File: config.mk
export PLATFORM = sky130hd
export DESIGN_NAME = route_selector
export DESIGN_NICKNAME = d
export VERILOG_FILES = /design/src/rtl/route_sel_pkg.sv /design/src/rtl/route_cfg_table.sv /design/src/rtl/route_cand_gen.sv /design/src/rtl/route_min_scan.sv /design/src/rtl/route_selector.sv
export SDC_FILE = /design/constraint.sdc
export NUM_CORES = 1
export LEC_CHECK = 0
export CORE_MARGIN = 1
export CORE_UTILIZATION = 45
export DETAILED_ROUTE_END_ITERATION = 12
export DONT_BUFFER_PORTS = 1
export PLACE_DENSITY_LB_ADDON = 0.1
export SYNTH_ARGS = -nofsm -noshare
export SYNTH_HDL_FRONTEND = slang
export SYNTH_SLANG_ARGS = --single-unit
File: constraint.sdc
create_clock -name clk -period 25.4 [get_ports clk]
set_clock_uncertainty 0.15 [all_clocks]
set_input_delay 1.27 -clock clk [delete_from_list [all_inputs] [get_ports clk]]
set_output_delay 1.27 -clock clk [all_outputs]
set_load 0.005 [all_outputs]
File: src/rtl/route_sel_pkg.sv
package route_sel_pkg;

    localparam int DEF_PORTS  = 5;
    localparam int DEF_DEST_W = 16;
    localparam int DEF_WGT_W  = 8;

    // Width of an index able to address n items (at least one bit).
    function automatic int idx_bits(input int n);
        return (n > 1) ? $clog2(n) : 1;
    endfunction

    // Kind of the registered answer.
    typedef enum logic [1:0] {
        RESP_NONE = 2'd0,
        RESP_HIT  = 2'd1,
        RESP_MISS = 2'd2
    } resp_kind_e;

endpackage

File: src/rtl/route_cfg_table.sv
module route_cfg_table #(
    parameter int NUM_PORTS = route_sel_pkg::DEF_PORTS,
    parameter int DEST_W    = route_sel_pkg::DEF_DEST_W,
    parameter int WGT_W     = route_sel_pkg::DEF_WGT_W
) (
    input  logic                        clk,
    input  logic                        rst,
    input  logic [NUM_PORTS*DEST_W-1:0] cfg_mask_i,
    input  logic [NUM_PORTS*WGT_W-1:0]  cfg_weight_i,
    output logic [NUM_PORTS*DEST_W-1:0] mask_o,
    output logic [NUM_PORTS*WGT_W-1:0]  weight_o
);

    // Table is written only while reset is held.
    always_ff @(posedge clk) begin
        if (rst) begin
            mask_o   <= cfg_mask_i;
            weight_o <= cfg_weight_i;
        end
    end

    AST_TABLE_FROZEN: assert property (@(posedge clk) disable iff (rst)
        !rst |=> ($stable(mask_o) && $stable(weight_o))) else $error("table changed");

endmodule

File: src/rtl/route_cand_gen.sv
module route_cand_gen #(
    parameter int NUM_PORTS = route_sel_pkg::DEF_PORTS,
    parameter int DEST_W    = route_sel_pkg::DEF_DEST_W,
    parameter int WGT_W     = route_sel_pkg::DEF_WGT_W
) (
    input  logic [DEST_W-1:0]           dest_i,
    input  logic [NUM_PORTS*DEST_W-1:0] mask_i,
    input  logic [NUM_PORTS*WGT_W-1:0]  weight_i,
    output logic [NUM_PORTS-1:0]        cand_o
);

    localparam logic [WGT_W-1:0] WGT_BLOCKED = {WGT_W{1'b1}};

    for (genvar g = 0; g < NUM_PORTS; g++) begin : g_link
        logic [DEST_W-1:0] overlap;
        logic              usable;
        assign overlap   = mask_i[g*DEST_W +: DEST_W] & dest_i;
        assign usable    = (weight_i[g*WGT_W +: WGT_W] != WGT_BLOCKED);
        assign cand_o[g] = (|overlap) && usable;
    end

endmodule

File: src/rtl/route_min_scan.sv
module route_min_scan #(
    parameter int NUM_PORTS = route_sel_pkg::DEF_PORTS,
    parameter int WGT_W     = route_sel_pkg::DEF_WGT_W,
    localparam int PORT_W   = route_sel_pkg::idx_bits(NUM_PORTS)
) (
    input  logic [NUM_PORTS-1:0]       cand_i,
    input  logic [NUM_PORTS*WGT_W-1:0] weight_i,
    output logic                       found_o,
    output logic [PORT_W-1:0]          sel_o
);

    // One extra bit so the starting minimum exceeds every real cost.
    localparam logic [WGT_W:0] WGT_INF = {(WGT_W+1){1'b1}};

    logic [WGT_W:0] best;

    always_comb begin
        best    = WGT_INF;
        found_o = 1'b0;
        sel_o   = '0;
        for (int i = 0; i < NUM_PORTS; i++) begin
            if (cand_i[i] && ({1'b0, weight_i[i*WGT_W +: WGT_W]} < best)) begin
                best    = {1'b0, weight_i[i*WGT_W +: WGT_W]};
                found_o = 1'b1;
                sel_o   = PORT_W'(i);
            end
        end
    end

    always_comb begin
        AST_FOUND_IFF_CAND: assert (found_o == (|cand_i)) else $error("found mismatch");
        if (found_o) begin
            AST_SEL_IS_CAND: assert (cand_i[sel_o]) else $error("picked non-candidate");
            for (int j = 0; j < NUM_PORTS; j++) begin
                if (cand_i[j]) begin
                    AST_SEL_IS_MIN: assert (weight_i[j*WGT_W +: WGT_W] >= weight_i[int'(sel_o)*WGT_W +: WGT_W]) else $error("not minimum");
                    if (j < int'(sel_o)) begin
                        AST_TIE_LOWEST: assert (weight_i[j*WGT_W +: WGT_W] > weight_i[int'(sel_o)*WGT_W +: WGT_W]) else $error("tie not lowest");
                    end
                end
            end
        end
    end

endmodule

File: src/rtl/route_selector.sv
module route_selector #(
    parameter int NUM_PORTS = route_sel_pkg::DEF_PORTS,
    parameter int DEST_W    = route_sel_pkg::DEF_DEST_W,
    parameter int WGT_W     = route_sel_pkg::DEF_WGT_W,
    localparam int PORT_W   = route_sel_pkg::idx_bits(NUM_PORTS)
) (
    input  logic                        clk,
    input  logic                        rst,
    input  logic [NUM_PORTS*DEST_W-1:0] cfg_mask_i,
    input  logic [NUM_PORTS*WGT_W-1:0]  cfg_weight_i,
    input  logic                        route_req_i,
    input  logic [DEST_W-1:0]           route_dest_i,
    output logic                        route_valid_o,
    output logic                        route_hit_o,
    output logic [PORT_W-1:0]           route_port_o
);
    import route_sel_pkg::*;

    typedef struct packed {
        resp_kind_e        kind;
        logic [PORT_W-1:0] port;
    } route_resp_t;

    logic [NUM_PORTS*DEST_W-1:0] tbl_mask;
    logic [NUM_PORTS*WGT_W-1:0]  tbl_weight;
    logic [NUM_PORTS-1:0]        cand;
    logic                        found;
    logic [PORT_W-1:0]           sel;
    route_resp_t                 resp_d, resp_q;

    route_cfg_table #(.NUM_PORTS(NUM_PORTS), .DEST_W(DEST_W), .WGT_W(WGT_W)) u_table (
        .clk          (clk),
        .rst          (rst),
        .cfg_mask_i   (cfg_mask_i),
        .cfg_weight_i (cfg_weight_i),
        .mask_o       (tbl_mask),
        .weight_o     (tbl_weight)
    );

    route_cand_gen #(.NUM_PORTS(NUM_PORTS), .DEST_W(DEST_W), .WGT_W(WGT_W)) u_cand (
        .dest_i   (route_dest_i),
        .mask_i   (tbl_mask),
        .weight_i (tbl_weight),
        .cand_o   (cand)
    );

    route_min_scan #(.NUM_PORTS(NUM_PORTS), .WGT_W(WGT_W)) u_scan (
        .cand_i   (cand),
        .weight_i (tbl_weight),
        .found_o  (found),
        .sel_o    (sel)
    );

    always_comb begin
        resp_d = resp_q;
        if (route_req_i) begin
            resp_d.kind = found ? RESP_HIT : RESP_MISS;
            resp_d.port = found ? sel : '0;
        end
    end

    always_ff @(posedge clk) begin
        if (rst) begin
            resp_q        <= '{kind: RESP_NONE, port: '0};
            route_valid_o <= 1'b0;
        end else begin
            resp_q        <= resp_d;
            route_valid_o <= route_req_i;
        end
    end

    assign route_hit_o  = (resp_q.kind == RESP_HIT);
    assign route_port_o = resp_q.port;

    AST_REQ_GIVES_VALID: assert property (@(posedge clk) disable iff (rst)
        route_req_i |=> route_valid_o) else $error("missing response");
    AST_VALID_NEEDS_REQ: assert property (@(posedge clk) disable iff (rst)
        !route_req_i |=> !route_valid_o) else $error("spurious response");
    AST_HOLD_IDLE: assert property (@(posedge clk) disable iff (rst)
        !route_req_i |=> ($stable(route_hit_o) && $stable(route_port_o))) else $error("output drift");
    AST_MISS_PORT_ZERO: assert property (@(posedge clk) disable iff (rst)
        !route_hit_o |-> (route_port_o == '0)) else $error("miss port");

endmodule

Yosys cells after proc, flatten, opt, wreduce, memory -nomap -nowiden
Cells that the tools add are included.

storage, ports and cells
  flip-flop bits (word level) = 126
  logic and storage cells = 51

cells by class
  magnitude comparators = 5
  muxes and demuxes = 15
  reduce and logical (&&, ||, !) cells = 15
  equal/unequal tests = 6
  bitwise logic cells = 5

operator list
  operator                                                                number
  16-bit bitwise AND                                                      5
  16-bit OR reduction                                                     5
  8-bit != test (second input constant)                                   5
  8-bit by 9-bit < comparator with 1-bit output                           4
  9-bit 2-to-1 mux                                                        4
  1-bit logical AND                                                       10
  8-bit by 9-bit < comparator with 1-bit output (second input constant)   1
  1-bit 2-to-1 mux                                                        6
  2-bit 2-to-1 mux                                                        3
  3-bit 2-to-1 mux                                                        2
  2-bit by 1-bit equality test with 1-bit output (second input constant)  1

Logic depth before layout (Yosys ltp)
  word-level depth = 18
  depth in mapped cells = 43
  mapped depth without buffers = 41

Cells and area by module
A second synthesis with hierarchy kept.

second synthesis, totals
  cell total of the unflattened synthesis = 377
  area total of the unflattened synthesis = 5600.4 sq um

modules (own cells, without submodules)
  module           cells each  times used  area an instance (sq um)
  route_cfg_table  120         1           3603.5
  route_min_scan   167         1           1262.5
  route_cand_gen   65          1           494.2
  route_selector   25          1           240.2

Worst setup path after synthesis
No wires, ideal clock.

  path type = input to register
  from = in route_dest_i[6]
  to = reg resp_q (netlist bit route_port_o[0])
  setup time = 74 ps
  stages on the path = 41
  arrival = 8813 ps
  setup slack = 16363 ps
  buffers on the path = 2
  cells stage by stage = a22oi_1 -> nand2_1 -> nor4_1 -> nor2_1 -> ha_1 -> and4_1 -> a311o_1 -> o211ai_2 -> nand2_1 -> clkbuf_1 -> nand2_1 -> o21ai_0 -> ha_1 -> a21o_1 -> a21oi_1 -> inv_1 -> a41o_1 -> a21o_1 -> [... 5 more ...] -> a21o_1 -> a21o_1 -> a21oi_1 -> o21ai_0 -> nor2_1 -> nor2_1 -> a21oi_2 -> o21a_4 -> o31ai_2 -> ha_1 -> a21o_1 -> a21o_1 -> a21oi_1 -> a21oi_1 -> or3b_2 -> nor3_1 -> a221oi_1 -> a31oi_1

between the ends
  word-level cells in the longest chain between the ends = 18

ends and longest elaborated chain
  what                                                         line                  RTL
  start, declared                                              route_selector.sv:12  input logic [DEST_W-1:0] route_dest_i,
  16-bit bitwise AND                                           route_cand_gen.sv:17  assign overlap = mask_i[g*DEST_W +: DEST_W] & dest_i;
  16-bit OR reduction                                          route_cand_gen.sv:19  assign cand_o[g] = (|overlap) && usable;
  1-bit logical AND                                            route_cand_gen.sv:19
  1-bit logical AND                                            route_min_scan.sv:22  if (cand_i[i] && ({1'b0, weight_i[i*WGT_W +: WGT_W]} < best)) begin
  9-bit 2-to-1 mux                                             route_min_scan.sv:22
  8-bit by 9-bit < comparator with 1-bit output                route_min_scan.sv:22
  1-bit logical AND                                            route_min_scan.sv:22
  9-bit 2-to-1 mux                                             route_min_scan.sv:22
  [... 2 more ...]                                             -
  9-bit 2-to-1 mux                                             route_min_scan.sv:22
  8-bit by 9-bit < comparator with 1-bit output                route_min_scan.sv:22
  1-bit logical AND                                            route_min_scan.sv:22
  9-bit 2-to-1 mux                                             route_min_scan.sv:22
  8-bit by 9-bit < comparator with 1-bit output                route_min_scan.sv:22
  1-bit logical AND                                            route_min_scan.sv:22
  3-bit 2-to-1 mux / 1-bit 2-to-1 mux (equally long branches)  route_min_scan.sv:22
  3-bit 2-to-1 mux (*)                                         route_selector.sv:58  resp_d.port = found ? sel : '0;
  end signal, assigned                                         route_selector.sv:64  resp_q <= '{kind: RESP_NONE, port: '0};
  end signal, assigned                                         route_selector.sv:67  resp_q <= resp_d;
  end, declared                                                route_selector.sv:29  route_resp_t resp_d, resp_q;

Every way passes the cells marked *; elsewhere a longest branch is shown, timed or not.
A chain may end at the register's enable or synchronous reset.

Worst setup path after layout
  from = in route_dest_i[10]
  to = reg resp_q (netlist bit route_port_o[0])

Same word-level chain as after synthesis.

==> flow_summary_export.csv <==
group,metric,value,unit
clock_network,clock-sinks,126,
die,rows,40,
routing,drc,0,
cells_and_area,most-common-layout-cells,"edfxtp_1, ha_1, nor2_1, a21oi_1, a22oi_1",
clock_network,holdBufCountCts,0,
synth,avgSynthCellArea,14.3,sq um
sta,rsz0062_at_grt,"no",
place,io_buffers,0,
sta,setup_viol,0,
cells_and_area,fin_cells,593,
setup_path,path_common_cell,"a21o_1",
power,p_total,0.610,mW
routing,wl_per_cell,21.6,um
die,core,12200,sq um
grt,grt_pass1_wl,19500,um
routing,vias,3484,
die,pin_count,144,
setup_path,crit_path_max_fanout,15,
synth,syn_nets,567,
synth,netlist_area,5730,sq um
cells_and_area,fin_nets,578,
sta,fmax,0.105,GHz
power,max-vdd-ir-drop,0.0000643,V
sta,tightest_slew,0.911,ns
synth,synth_top_area_share,62.9,%
synth,yosys_register_bits,126,
place,dp_slack,15.50,ns
synth,synth_edf_count,120,
routing,postRouteAntennaNets,0,
sta,slew_violations,0,
place,placed_area,5890,sq um
sta,hold_ws,0.327,ns
grt,grt_usage,20.8,%
sta,setup_ws,15.84,ns
clock_network,postCtsSetupRepairBufs,0,
sta,finalCriticalPeriod,9.56,ns
clock_network,clock_latency,0.41,ns
setup_path,slowest_delay,0.67,ns
sta,setup_tns,0,ns
die,die-area,13200,sq um
setup_path,setup.worst_path.end_class,"flop",
cells_and_area,design_area,6470,sq um
cells_and_area,final_layout_size_suffix_gt1_share,12.2,%
clock_network,clock_path_buffers,2,
synth,synth_seq_area_share,64.9,%
setup_path,arrival,9.69,ns
cells_and_area,diodes,0,
synth,synth_largest_area_cell,"edfxtp_1",
power,power_density,94.3,nW/um^2
grt,gr-total-overflow,0,
flow_run,cap_violations,0,
grt,grt_max_degree,126,
setup_path,cp.required,25.53,ns
sta,fin_crit_sh,37.7,%
routing,viasPerCell,5.88,
grt,antenna_found_initial,0,
clock_network,path_clk_slew,0.05,ns
die,start_util,46.9,%
clock_network,cts_made_buffers,17,
synth,yosys-top-cells-area,"edfxtp_1, ha_1, a22oi_1, dfxtp_1, a21o_1",
place,gp_congestion,0.888,
cells_and_area,post-route-util,53.0,%
clock_network,htreeDepth,4,
setup_path,slowest_stage,"o21ai_1",
die,fp.dieW,115,um
cells_and_area,final_common_cell,"edfxtp_1",
run_status,status,"complete, no violations",
place,place_hpwl,9530,um
die,die_h,115,um
place,dp_cells,562,
routing,wl,12800,um
sta,slew_headroom,39.3,%
cells_and_area,syn_to_final_growth,12.8,%
synth,yosysWarnings,0,
cells_and_area,n_fill_cell,1052,
setup_path,crit_type,"input pin to flop",
power,leakagePower,2.34,nW
sta,finalHoldViolCount,0,
clock_network,clock-root-buffer,"clkbuf_16",
clock_network,post_cts_resized,0,
min_path,hold_class,"flop to flop",
synth,async_flop_share,0,%
setup_path,critPathLaunchType,"input pin",
grt,grt_pass1_vias,3518,
routing,firstDrtPassIters,4,
clock_network,cts_tree,"done",
synth,synth.distinct_cells,57,
synth,synthCells,402,
synth,synth_top_flop_cell,"edfxtp_1",
routing,drt_iter0_markers,197,
-- registers in the layout, summed over array words and instances (netlist names) --
signal and cells:
resp_q 2, u_table.mask_o 80, u_table.weight_o 40, route_port_o 3, route_valid_o 1
-- power by group --
group / switching, mW / internal [mW] / leakage (nW)
clock network: 0.0863 / 0.153 / 0.280
registers: 0.00889 / 0.247 / 1.22
logic: 0.0646 / 0.0500 / 0.839
-- path summary, 6_finish.rpt --
check	startpoint	endpoint	depth (start not counted)	slack, ns
setup / recovery	route_dest_i[10]	route_port_o[0]$_SDFFE_PP0P_	39	15.84
hold / removal	resp_q[3]$_SDFFE_PP0P_	resp_q[3]$_SDFFE_PP0P_	2	0.33
setup reg to reg	u_table.mask_o[10]$_DFFE_PP_	route_port_o[0]$_SDFFE_PP0P_	39	16.30
hold reg to reg	resp_q[3]$_SDFFE_PP0P_	resp_q[3]$_SDFFE_PP0P_	2	0.33
-- area by class of cell --
type | count | area (sq um) | share of cell area [%]
clock inverters | 12 | 145 | 2.24
well taps | 168 | 210 | 3.25
repair buffers | 1 | 7.51 | 0.116
multi-input cells | 255 | 1900 | 29.4
clock buffers | 19 | 433 | 6.69
inverters | 12 | 45.0 | 0.696
flip-flops and latches | 126 | 3720 | 57.6
-- per-layer routing --
metal / global-route usage [%] / wire length (um) / vias up / part of all wire [%]
met5: 0 / 0 / - / 0
met4: 6.49 / 133 / 0 / 1.0
met3: 9.28 / 1060 / 10 / 8.2
met2: 34.9 / 6560 / 134 / 51
met1: 23.8 / 5080 / 1677 / 40
li1: - / - / 1663 / -
-- logic make-up (layout without fill, tap and decap cells) --
kind of cell | after synthesis | after routing | synth area share (%)
adder cells (fa/ha/maj) | 26 | 26 | 5.67
AO/OA/AOI/OAI | 135 | 135 | 18.7
buffers and inverters | 21 | 44 | 1.85
AND/OR/NAND/NOR | 94 | 94 | 8.80
flip-flops | 126 | 126 | 64.9
-- critical path, delay by kind of cell --
family / cells / cell delay [ns]
AO/OA/AOI/OAI: 23 / 4.84
AND/OR/NAND/NOR: 10 / 2.14
adder cells (fa/ha/maj): 4 / 1.17
buffers and inverters: 2 / 0.26
-- cell usage after synthesis, drive strengths merged, types with 11 or more instances --
master / instances
nor2: 21
a22oi: 19
nand2: 16
a221oi: 12
a21oi: 22
ha: 26
edfxtp: 120
a21o: 14
o21ai: 13
inv: 12
a22o: 11
nand4: 15
Power figures use the tool's default switching activity.
